$ cat src/rtl/stage_chain_ctrl.sv
module stage_chain_ctrl (
  input  logic clk,
  input  logic rst,
  input  logic go,
  input  logic fin_a,
  input  logic fin_b,
  input  logic fin_c,
  output logic kick_a,
  output logic kick_b,
  output logic kick_c,
  output logic chain_done
);
  localparam int NS  = 8;
  localparam int IDL = 0;
  localparam int KA  = 1;
  localparam int WA  = 2;
  localparam int KB  = 3;
  localparam int WB  = 4;
  localparam int KC  = 5;
  localparam int WC  = 6;
  localparam int FIN = 7;

  logic [NS-1:0] state, state_nx;
  logic          legal;

  assign legal = (state != '0) && ((state & (state - NS'(1))) == '0);

  always_comb begin
    state_nx = '0;
    if (!legal) begin
      state_nx[IDL] = 1'b1;
    end else begin
      state_nx[IDL] = (state[IDL] & ~go) | state[FIN];
      state_nx[KA]  = state[IDL] & go;
      state_nx[WA]  = state[KA] | (state[WA] & ~fin_a);
      state_nx[KB]  = state[WA] & fin_a;
      state_nx[WB]  = state[KB] | (state[WB] & ~fin_b);
      state_nx[KC]  = state[WB] & fin_b;
      state_nx[WC]  = state[KC] | (state[WC] & ~fin_c);
      state_nx[FIN] = state[WC] & fin_c;
    end
  end

  always_ff @(posedge clk) begin
    if (rst) state <= NS'(1) << IDL;
    else     state <= state_nx;
  end

  assign kick_a     = state[KA];
  assign kick_b     = state[KB];
  assign kick_c     = state[KC];
  assign chain_done = state[FIN];
endmodule

$ cat config.mk
export PLATFORM = sky130hd
export DESIGN_NAME = stage_chain_ctrl
export DESIGN_NICKNAME = d
export VERILOG_FILES = /design/src/rtl/stage_chain_ctrl.sv
export SDC_FILE = /design/constraint.sdc
export NUM_CORES = 1
export LEC_CHECK = 0
export BUFFER_PORTS_ARGS = -buffer_cell sky130_fd_sc_hd__clkbuf_2
export CAP_MARGIN = 20
export CELL_PAD_IN_SITES_DETAIL_PLACEMENT = 1
export CELL_PAD_IN_SITES_GLOBAL_PLACEMENT = 1
export CORE_AREA = 2 2 39 41
export CTS_CLUSTER_SIZE = 16
export DETAILED_ROUTE_END_ITERATION = 7
export DIE_AREA = 0 0 41 43
export GPL_TIMING_DRIVEN = 1
export PLACE_DENSITY = 0.68
export SYNTH_ARGS = -nofsm -noshare
export SYNTH_HDL_FRONTEND = slang
export SYNTH_SLANG_ARGS = --single-unit
export TNS_END_PERCENT = 5
$ cat constraint.sdc
create_clock -name clk -period 3.58 [get_ports clk]
set_input_delay 0.537 -clock clk [delete_from_list [all_inputs] [get_ports clk]]
set_output_delay 0.537 -clock clk [all_outputs]
set_load 0.05 [all_outputs]
* Yosys cells after proc, flatten, opt, wreduce, memory -nomap -nowiden
Index checks and enable logic that the tools add are counted.
** Operators by class
- Reduce and logical (&&, ||, !) cells :: 4
- Bitwise operators :: 18
- Add/sub/neg operators :: 1
** Operators with widths (number)
- 1-bit bitwise AND :: 8
- 8-bit bitwise AND :: 1
- 8-bit logical NOT :: 1
- 8-bit nonzero test :: 1
- 8-bit by 1-bit subtractor with 8-bit output, second input constant :: 1
- 1-bit NOT :: 5
- 1-bit OR :: 4
- 2-bit OR reduction :: 1
- 1-bit logical AND :: 1
** Storage, ports and cells
- Register bits :: 8
- Output and inout bits :: 4

* Longest topological paths before layout
Gate-level depths: netlist of the first run.
- Depth in word-level cells :: 6
- Mapped depth :: 4

* Worst setup path before layout of the first run
Ideal clock, no wire load.
- Path type :: flip-flop to flip-flop
- Start :: register state[5]
- End :: register state[0]
- Clock period less this slack :: 1.972 ns
- Path buffers :: 0
- Data arrival time :: 1.838 ns
- Path slack :: 1.608 ns
- Stages on the path, launching flop included :: 5
- Cells stage by stage :: dfxtp_1 -> or4_4 -> nand2b_1 -> xnor2_1 -> or4_1
** On the way
- Longest elaborated chain between the ends :: 6
** RTL lines
- start: declaration :: RTL line 23 : logic [NS-1:0] state, state_nx;
- start signal: assignment :: RTL line 45 : if (rst) state <= NS'(1) << IDL;
- start signal: assignment :: RTL line 46 : else state <= state_nx;
- 8-bit by 1-bit subtractor with 8-bit output :: RTL line 26 : assign legal = (state != '0) && ((state & (state - NS'(1))) == '0);
- 8-bit bitwise AND :: RTL line 26
- 8-bit logical NOT :: RTL line 26
- 1-bit logical AND (*) :: RTL line 26
- 1-bit NOT (no source line) (*)
- 2-bit OR reduction (no source line) (*)
Every way passes the cells marked *; elsewhere a longest branch is shown, timed or not.
A chain may end at the register's enable or synchronous reset.

* Worst setup path in the final report of the first run
- Start :: register state[4]
- End :: register state[0]
The elaborated chain is that of the path after synthesis.

==> results.json, run 1 <==
{
  "outcome": "completed",
  "htree_levels": 1,
  "regMostFlops": "state",
  "post-route-period-util": 0.516,
  "drtIter0Drc": 1,
  "grt_max_degree": 9,
  "coreArea_sq_um": 1380,
  "async_reset_ff_frac": 0,
  "antenna_found_initial": 0,
  "cts_setup_buffers": 0,
  "syn-num-nets": 46,
  "synth_area_sq_um": 345,
  "port_buffers": 9,
  "hold_path.class": "reg2reg",
  "largest_reg_flops": 8,
  "ys_seq_area_frac": 0.464,
  "die_h_microns": 43,
  "clk_path_buf_depth": 2,
  "synth_flop_cell": "dfxtp_1",
  "finalHoldViolCount": 0,
  "gp_congestion": 0.632,
  "end_kind": "flip-flop",
  "grt_pass1_wl_microns": 1270,
  "antenna_left": 0,
  "placed_cell_area_sq_um": 410,
  "drive_gt1_frac": 0.288,
  "reg_top3": "state x8",
  "mostFrequentLayoutCell": "clkbuf_2",
  "max_freq_mhz": 541,
  "synthXorXnorAreaFrac": 0.0507,
  "antenna_cells": 0,
  "worstMarginPinSlew_ps": 494,
  "avgViaCountPerCell": 4.76,
  "cap_viol_max_count": 0,
  "cp_max_fo": 5,
  "clkTransAtPathRegs_ps": 60,
  "synthSimpleGateAreaFrac": 0.272,
  "cts_tree": "built",
  "layout_common_cells": "clkbuf_2 (9), dfxtp_1 (8), nor3_1 (6)",
  "grt_usage": 0.115,
  "grt_pass1_vias": 312,
  "drc": 0,
  "fillers": 171,
  "synth_compound_area_frac": 0.152,
  "vias": 324,
  "crit_type": "reg2reg",
  "synth_mux_area_frac": 0.0290,
  "fin_crit_ps": 1850,
  "numCtsBuffers": 3,
  "cts_root_buf": "clkbuf_4",
  "syn_inst": 40,
  "cp.required_ps": 3700,
  "multi_input_area_sq_um": 174,
  "seqCellArea_sq_um": 160,
  "gr-total-overflow": 0,
  "drt-pass1-iter-count": 2,
  "ys_warn_count": 0,
  "dieArea_sq_um": 1760,
  "nets": 60,
  "insertion_delay_ps": 260,
  "die_x_microns": 41,
  "drt-total-wl_microns": 780,
  "cts.repair.resized": 0,
  "synth_top_family_by_area": "simple AND/OR/NAND/NOR gates",
  "syn_area_per_cell_sq_um": 8.63,
  "final.setup.tns_ps": 0,
  "ctsHoldBuffers": 0,
  "synthAdderAreaFrac": 0,
  "rows": 14,
  "final_cell_area_sq_um": 433,
  "hold-worst-slack_ps": 499,
  "maxSlewHeadroom": 0.661,
  "crit_path_start_kind": "flip-flop",
  "wl_per_cell_microns": 11.5,
  "maxSlewViolCount": 0,
  "synth-seq-cells": 8,
  "fin_skew_ps": 7.52,
  "synth_cell_types": 18,
  "cts_sinks": 8,
  "powerDensity_nw_per_um2": 492,
  "final-setup-viol-count": 0,
  "ioPinCount": 10,
  "dp_hpwl_microns": 612,
  "ir_drop_mv": 0.143,
  "leakagePower_uw": 0.000190,
  "initial_core_util": 0.250,
  "crit_arrival_ps": 1970,
  "syn2layout_area_growth_pct": 25.4,
  "rsz0062_at_grt": "no",
  "synth_edf_count": 0
}
==> kinds of logic after synthesis <==
| logic type | after synthesis |
|---|---|
| compound gates | 8 |
| xor+xnor | 2 |
| mux | 1 |
| flops | 8 |
| buf+inv | 3 |
| simple gates | 18 |
==> cells in the mapped netlist (3+ instances only) <==
library cell / count / share of area
a21oi_1: 4 / 0.058
nor2_1: 3 / 0.033
dfxtp_1: 8 / 0.46
inv_1: 3 / 0.033
nor3_1: 6 / 0.087
nand2_1: 4 / 0.043
==> report_power, final <==
group | switching, uW | internal [uW]
Combinational | 25.1 | 17.4
Sequential | 6.27 | 94.0
Clock | 31.9 | 38.5
Total | 63.3 | 150
==> final timing paths <==
path | from | to | slack [ps] | cells past startpoint
max | state[4] | state[0] | 1730 | 4
min | state[2] | state[3] | 500 | 2
max reg2reg | state[4] | state[0] | 1730 | 4
min reg2reg | state[2] | state[3] | 500 | 2
==> layer usage <==
layer,vias up,wire length (microns),global-route usage
met2,9,362,0.147
met5,-,0,0
met4,0,25,0.120
met1,146,355,0.131
met3,4,36,0.0471
li1,165,-,-
==> layout make-up <==
| cell class | count | share of cell area |
|---|---|---|
| Timing Repair Buffer | 9 | 0.104 |
| Inverter | 3 | 0.0260 |
| Sequential cell | 8 | 0.370 |
| Clock buffer | 3 | 0.0520 |
| Multi-Input combinational cell | 29 | 0.402 |
| Tap cell | 16 | 0.0462 |
==> worst max-delay path, stage by stage (launching register included) <==
cell,delay (ps)
dfxtp_1,350
or4_4,550
nand2b_1,210
xnor2_1,150
or4_1,460
==> per-stage QoR <==
stage | total power [uW] | worst slack (ps) | instances | utilization
6_report | 213 | 1730 | 68 | 0.313
3_3_place_gp | 144 | 1770 | 65 | 0.297
2_1_floorplan | 133 | 1610 | 40 | -
5_1_grt | 228 | 1670 | 68 | 0.313
3_5_place_dp | 146 | 1740 | 65 | 0.297
4_1_cts | 216 | 1720 | 68 | 0.313
Note: power is estimated with default switching activity, not from simulation.
==> run 2, diff against run 1 <==
- clock period: 3.58 -> 1.75 ns (I/O delays scaled with it)
==> results.json, run 2 (synthesis gave the netlist of run 1 again) <==
{
  "p_clk_frac": 0.327,
  "vias": 340,
  "ioPinCount": 10,
  "max_freq_mhz": 600,
  "die_h_microns": 43,
  "end_kind": "flip-flop",
  "crit_chain": "or4_4 -> a21oi_2 -> o21ai_2 -> or4_1",
  "fin_skew_ps": 3.56,
  "min_to": "state[3]",
  "port_buffers": 9,
  "antenna_cells": 0,
  "critPathSlowestCell": "or4_4",
  "ir_drop_mv": 0.294,
  "largest_reg_flops": 8,
  "outcome": "completed",
  "worstMarginPinSlew_ps": 276,
  "nets": 66,
  "crit_arrival_ps": 1800,
  "mostFrequentLayoutCell": "clkbuf_2",
  "crit_type": "reg2reg",
  "cts_tree": "built",
  "p_comb_frac": 0.253,
  "final_util": 0.357,
  "fin_crit_ps": 1670,
  "p_int_uw": 338,
  "placed_cell_area_sq_um": 460,
  "maxSlewViolCount": 0,
  "multi_input_area_sq_um": 181,
  "coreArea_sq_um": 1380,
  "initial_core_util": 0.250,
  "cap_viol_max_count": 0,
  "gr-total-overflow": 0,
  "cp_max_fo": 2,
  "drtIter0Drc": 2,
  "cts_root_buf": "clkbuf_4",
  "seqCellArea_sq_um": 165,
  "gp_congestion": 0.633,
  "grt_pass1_vias": 348,
  "drt-pass1-iter-count": 4,
  "p_sw_uw": 141,
  "crit_path_start_kind": "flip-flop",
  "htree_levels": 1,
  "syn2layout_area_growth_pct": 43.1,
  "grt_max_degree": 8,
  "reg_top3": "state x8",
  "final-setup-viol-count": 0,
  "cp.required_ps": 1880,
  "insertion_delay_ps": 260,
  "antenna_found_initial": 0,
  "drive_gt1_frac": 0.407,
  "r2r-end": "state[0]",
  "cts_sinks": 8,
  "fillers": 177,
  "rows": 14,
  "die_x_microns": 41,
  "hold_path.class": "in2reg",
  "maxSlewHeadroom": 0.817,
  "leakagePower_uw": 0.000231,
  "avgViaCountPerCell": 4.53,
  "clk_path_buf_depth": 2,
  "rsz0062_at_grt": "no",
  "rr_worst_depth": 4,
  "layout_common_cells": "clkbuf_2 (9), nor3_1 (6), buf_4 (6), dfxtp_1 (6)",
  "post-route-period-util": 0.953,
  "r2r_start": "state[4]",
  "grt_pass1_wl_microns": 1450,
  "final.setup.tns_ps": 0,
  "final_cell_area_sq_um": 494,
  "wl_per_cell_microns": 11.3,
  "grt_usage": 0.132,
  "powerDensity_nw_per_um2": 969,
  "rrSetupSlack_ps": 80,
  "drc": 0,
  "antenna_left": 0,
  "seq_power_share": 0.420,
  "drt-total-wl_microns": 851,
  "finalHoldViolCount": 0,
  "dieArea_sq_um": 1760,
  "max_stage_delay_ps": 540,
  "holdPathStages": 3,
  "p_sw_frac": 0.295,
  "numCtsBuffers": 3,
  "clkTransAtPathRegs_ps": 60,
  "min_from": "fin_a",
  "regMostFlops": "state"
}
==> run 2: cell types whose count changed in the layout (fill, tap and decap cells not counted) <==
cell	previous run	this run
buf_4	0	6
dfxtp_1	8	6
clkbuf_1	0	1
dfxtp_2	0	1
dfxtp_4	0	1
nand2b_1	1	0
nand2b_4	0	1
==> run 2: metal layers <==
metal	share of wire	vias to the layer above	track usage
met1	0.47	149	0.139
li1	-	178	-
met5	0	-	0
met3	0.036	4	0.0366
met4	0.047	0	0.140
met2	0.45	9	0.188
==> run 2: metrics by stage <==
stage	hold WS, ps	power, uW	std cells	worst slack [ps]
after global placement	480	317	70	64.9
after floorplan	377	279	40	8.71
final	212	479	75	82.9
after global routing	206	516	75	24.3
after CTS	208	486	74	15.2
after detailed placement	483	323	70	30.6
==> run 2: timing repair <==
action / in CTS / in global routing
buffers inserted: 0 / 1
hold buffers: 0 / 0
setup endpoints to repair: 0 / 1
resized for setup: 0 / 0
==> run 2: worst max-delay path by stage <==
stage,startpoint,endpoint,slack [ps],cells past startpoint
after floorplan,state[5],state[0],9,4
after global placement,state[0],state[0],60,4
after detailed placement,state[4],state[0],30,4
after CTS,state[4],state[0],20,4
after global routing,state[4],state[0],20,4
final,state[4],state[0],80,4
==> run 2: power groups by stage <==
stage	clock [uW]	sequential [uW]	combinational, uW
floorplan	0	217	61.9
global placement	0	205	112
detailed placement	0	206	117
CTS	166	202	118
global route	180	203	133
finish	157	201	121
==> run 2: final cells by class <==
type | instances | share of cell area
clock buffer | 4 | 0.0532
inverter | 3 | 0.0228
multi-input combinational | 29 | 0.367
sequential | 8 | 0.334
tap | 16 | 0.0405
timing repair buffer | 15 | 0.182
==> run 2: critical path, delay by kind of cell, from the launching register on <==
kind,cells,cell delay [ps]
AO/OA/AOI/OAI,2,200
AND/OR/NAND/NOR,2,1030
flip-flops,1,310
==> run 3, diff against run 2 <==
- BUFFER_PORTS_ARGS: -buffer_cell sky130_fd_sc_hd__clkbuf_2 -> default
- DONT_BUFFER_PORTS: default -> 1
- PLACE_DENSITY: 0.68 -> 0.59
==> results.json, run 3 (synthesis gave the netlist of run 1 again) <==
{
  "outcome": "completed",
  "gp_congestion": 0.751,
  "numCtsBuffers": 3,
  "wl_met3_microns": 65,
  "final_cell_area_sq_um": 477,
  "cp.required_ps": 1880,
  "reg_top3": "state x8",
  "leakagePower_uw": 0.000210,
  "crit_arrival_ps": 1840,
  "met2_length_microns": 458,
  "grt_max_degree": 8,
  "cts_root_buf": "clkbuf_4",
  "hold_path.class": "in2reg",
  "met1_length_microns": 355,
  "max_freq_mhz": 585,
  "fin_skew_ps": 4.27,
  "final.setup.tns_ps": 0,
  "dp.cells": 64,
  "placed_cell_area_sq_um": 438,
  "finalHoldViolCount": 0,
  "grt_pass1_wl_microns": 1530,
  "grt_usage": 0.139,
  "wl_per_cell_microns": 13.3,
  "maxSlewHeadroom": 0.805,
  "cts_tree": "built",
  "drtIter0Drc": 2,
  "htree_levels": 1,
  "antenna_cells": 0,
  "worstMarginPinSlew_ps": 291,
  "nets": 60,
  "ir_drop_mv": 0.409,
  "grt_pass1_vias": 364,
  "rows": 14,
  "maxSlewViolCount": 0,
  "dp_hpwl_microns": 750,
  "drt-total-wl_microns": 918,
  "seqCellArea_sq_um": 165,
  "die_h_microns": 43,
  "fillers": 173,
  "insertion_delay_ps": 260,
  "dieArea_sq_um": 1760,
  "fin_crit_ps": 1710,
  "regMostFlops": "state",
  "drive_gt1_frac": 0.358,
  "total_power_uw": 478,
  "layout_common_cells": "buf_4 (9), dfxtp_1 (6), nor3_1 (5)",
  "die_x_microns": 41,
  "largest_reg_flops": 8,
  "mostFrequentLayoutCell": "buf_4",
  "antenna_found_initial": 0,
  "avgViaCountPerCell": 4.83,
  "cts_sinks": 8,
  "final-setup-viol-count": 0,
  "drt-pass1-iter-count": 3,
  "clk_path_buf_depth": 2,
  "crit_path_start_kind": "flip-flop",
  "end_kind": "flip-flop",
  "cap_viol_max_count": 0,
  "port_buffers": 0,
  "antenna_left": 0,
  "post-route-period-util": 0.977,
  "rsz0062_at_grt": "yes",
  "coreArea_sq_um": 1380,
  "vias": 333,
  "powerDensity_nw_per_um2": 1000,
  "syn2layout_area_growth_pct": 38.0,
  "gr-total-overflow": 0,
  "final-instance-count-excl-fill": 69,
  "clkTransAtPathRegs_ps": 60,
  "multi_input_area_sq_um": 186,
  "ioPinCount": 10,
  "dr.max_layer_used": "met4",
  "drc": 0,
  "cp_max_fo": 2,
  "initial_core_util": 0.250,
  "crit_type": "reg2reg"
}
run 3: report_power, final:
group	switching (uW)	internal, uW	leakage [uW]
registers	8.16	191	0.0000662
logic	62.4	57.4	0.000128
clock network	71.4	87.8	0.0000150
run 3: stage by stage:
step,worst slack (ps),hold slack (ps),utilization
2_1_floorplan,8.71,377,-
3_3_place_gp,62.3,383,0.316
3_5_place_dp,9.19,389,0.316
4_1_cts,12.2,106,0.341
5_1_grt,-12.0,109,0.344
6_report,40.1,109,0.344
run 3: critical path, cell delays in order (launching register included):
cell     delay (ps)
dfxtp_4         340
or4_4           530
a21oi_2         140
o21ai_2          70
or4_1           500
run 3: area by class of cell:
type / instances / area share
Multi-Input combinational cell: 29 / 0.391
Sequential cell: 8 / 0.346
Timing Repair Buffer: 9 / 0.142
Clock buffer: 4 / 0.0551
Tap cell: 16 / 0.0420
Inverter: 3 / 0.0236
run 3: per-layer routing:
layer	vias to the layer above	track usage
met4	0	0.120
li1	170	-
met3	5	0.0576
met1	149	0.133
met5	-	0
met2	9	0.213
run 3: repair_timing:
item                                    CTS  global route
endpoints found under the setup margin    1             2
hold buffers                              0             0
pin swaps                                 0             2
resized for setup                         0             1
buffers inserted                          1             0
run 3: final timing paths:
| check | to | startpoint | slack [ps] | cells after the start |
|---|---|---|---|---|
| max | state[0] | state[5] | 40 | 4 |
| min | state[5] | fin_b | 110 | 2 |
| max reg2reg | state[0] | state[5] | 40 | 4 |
| min reg2reg | state[7] | state[6] | 520 | 2 |
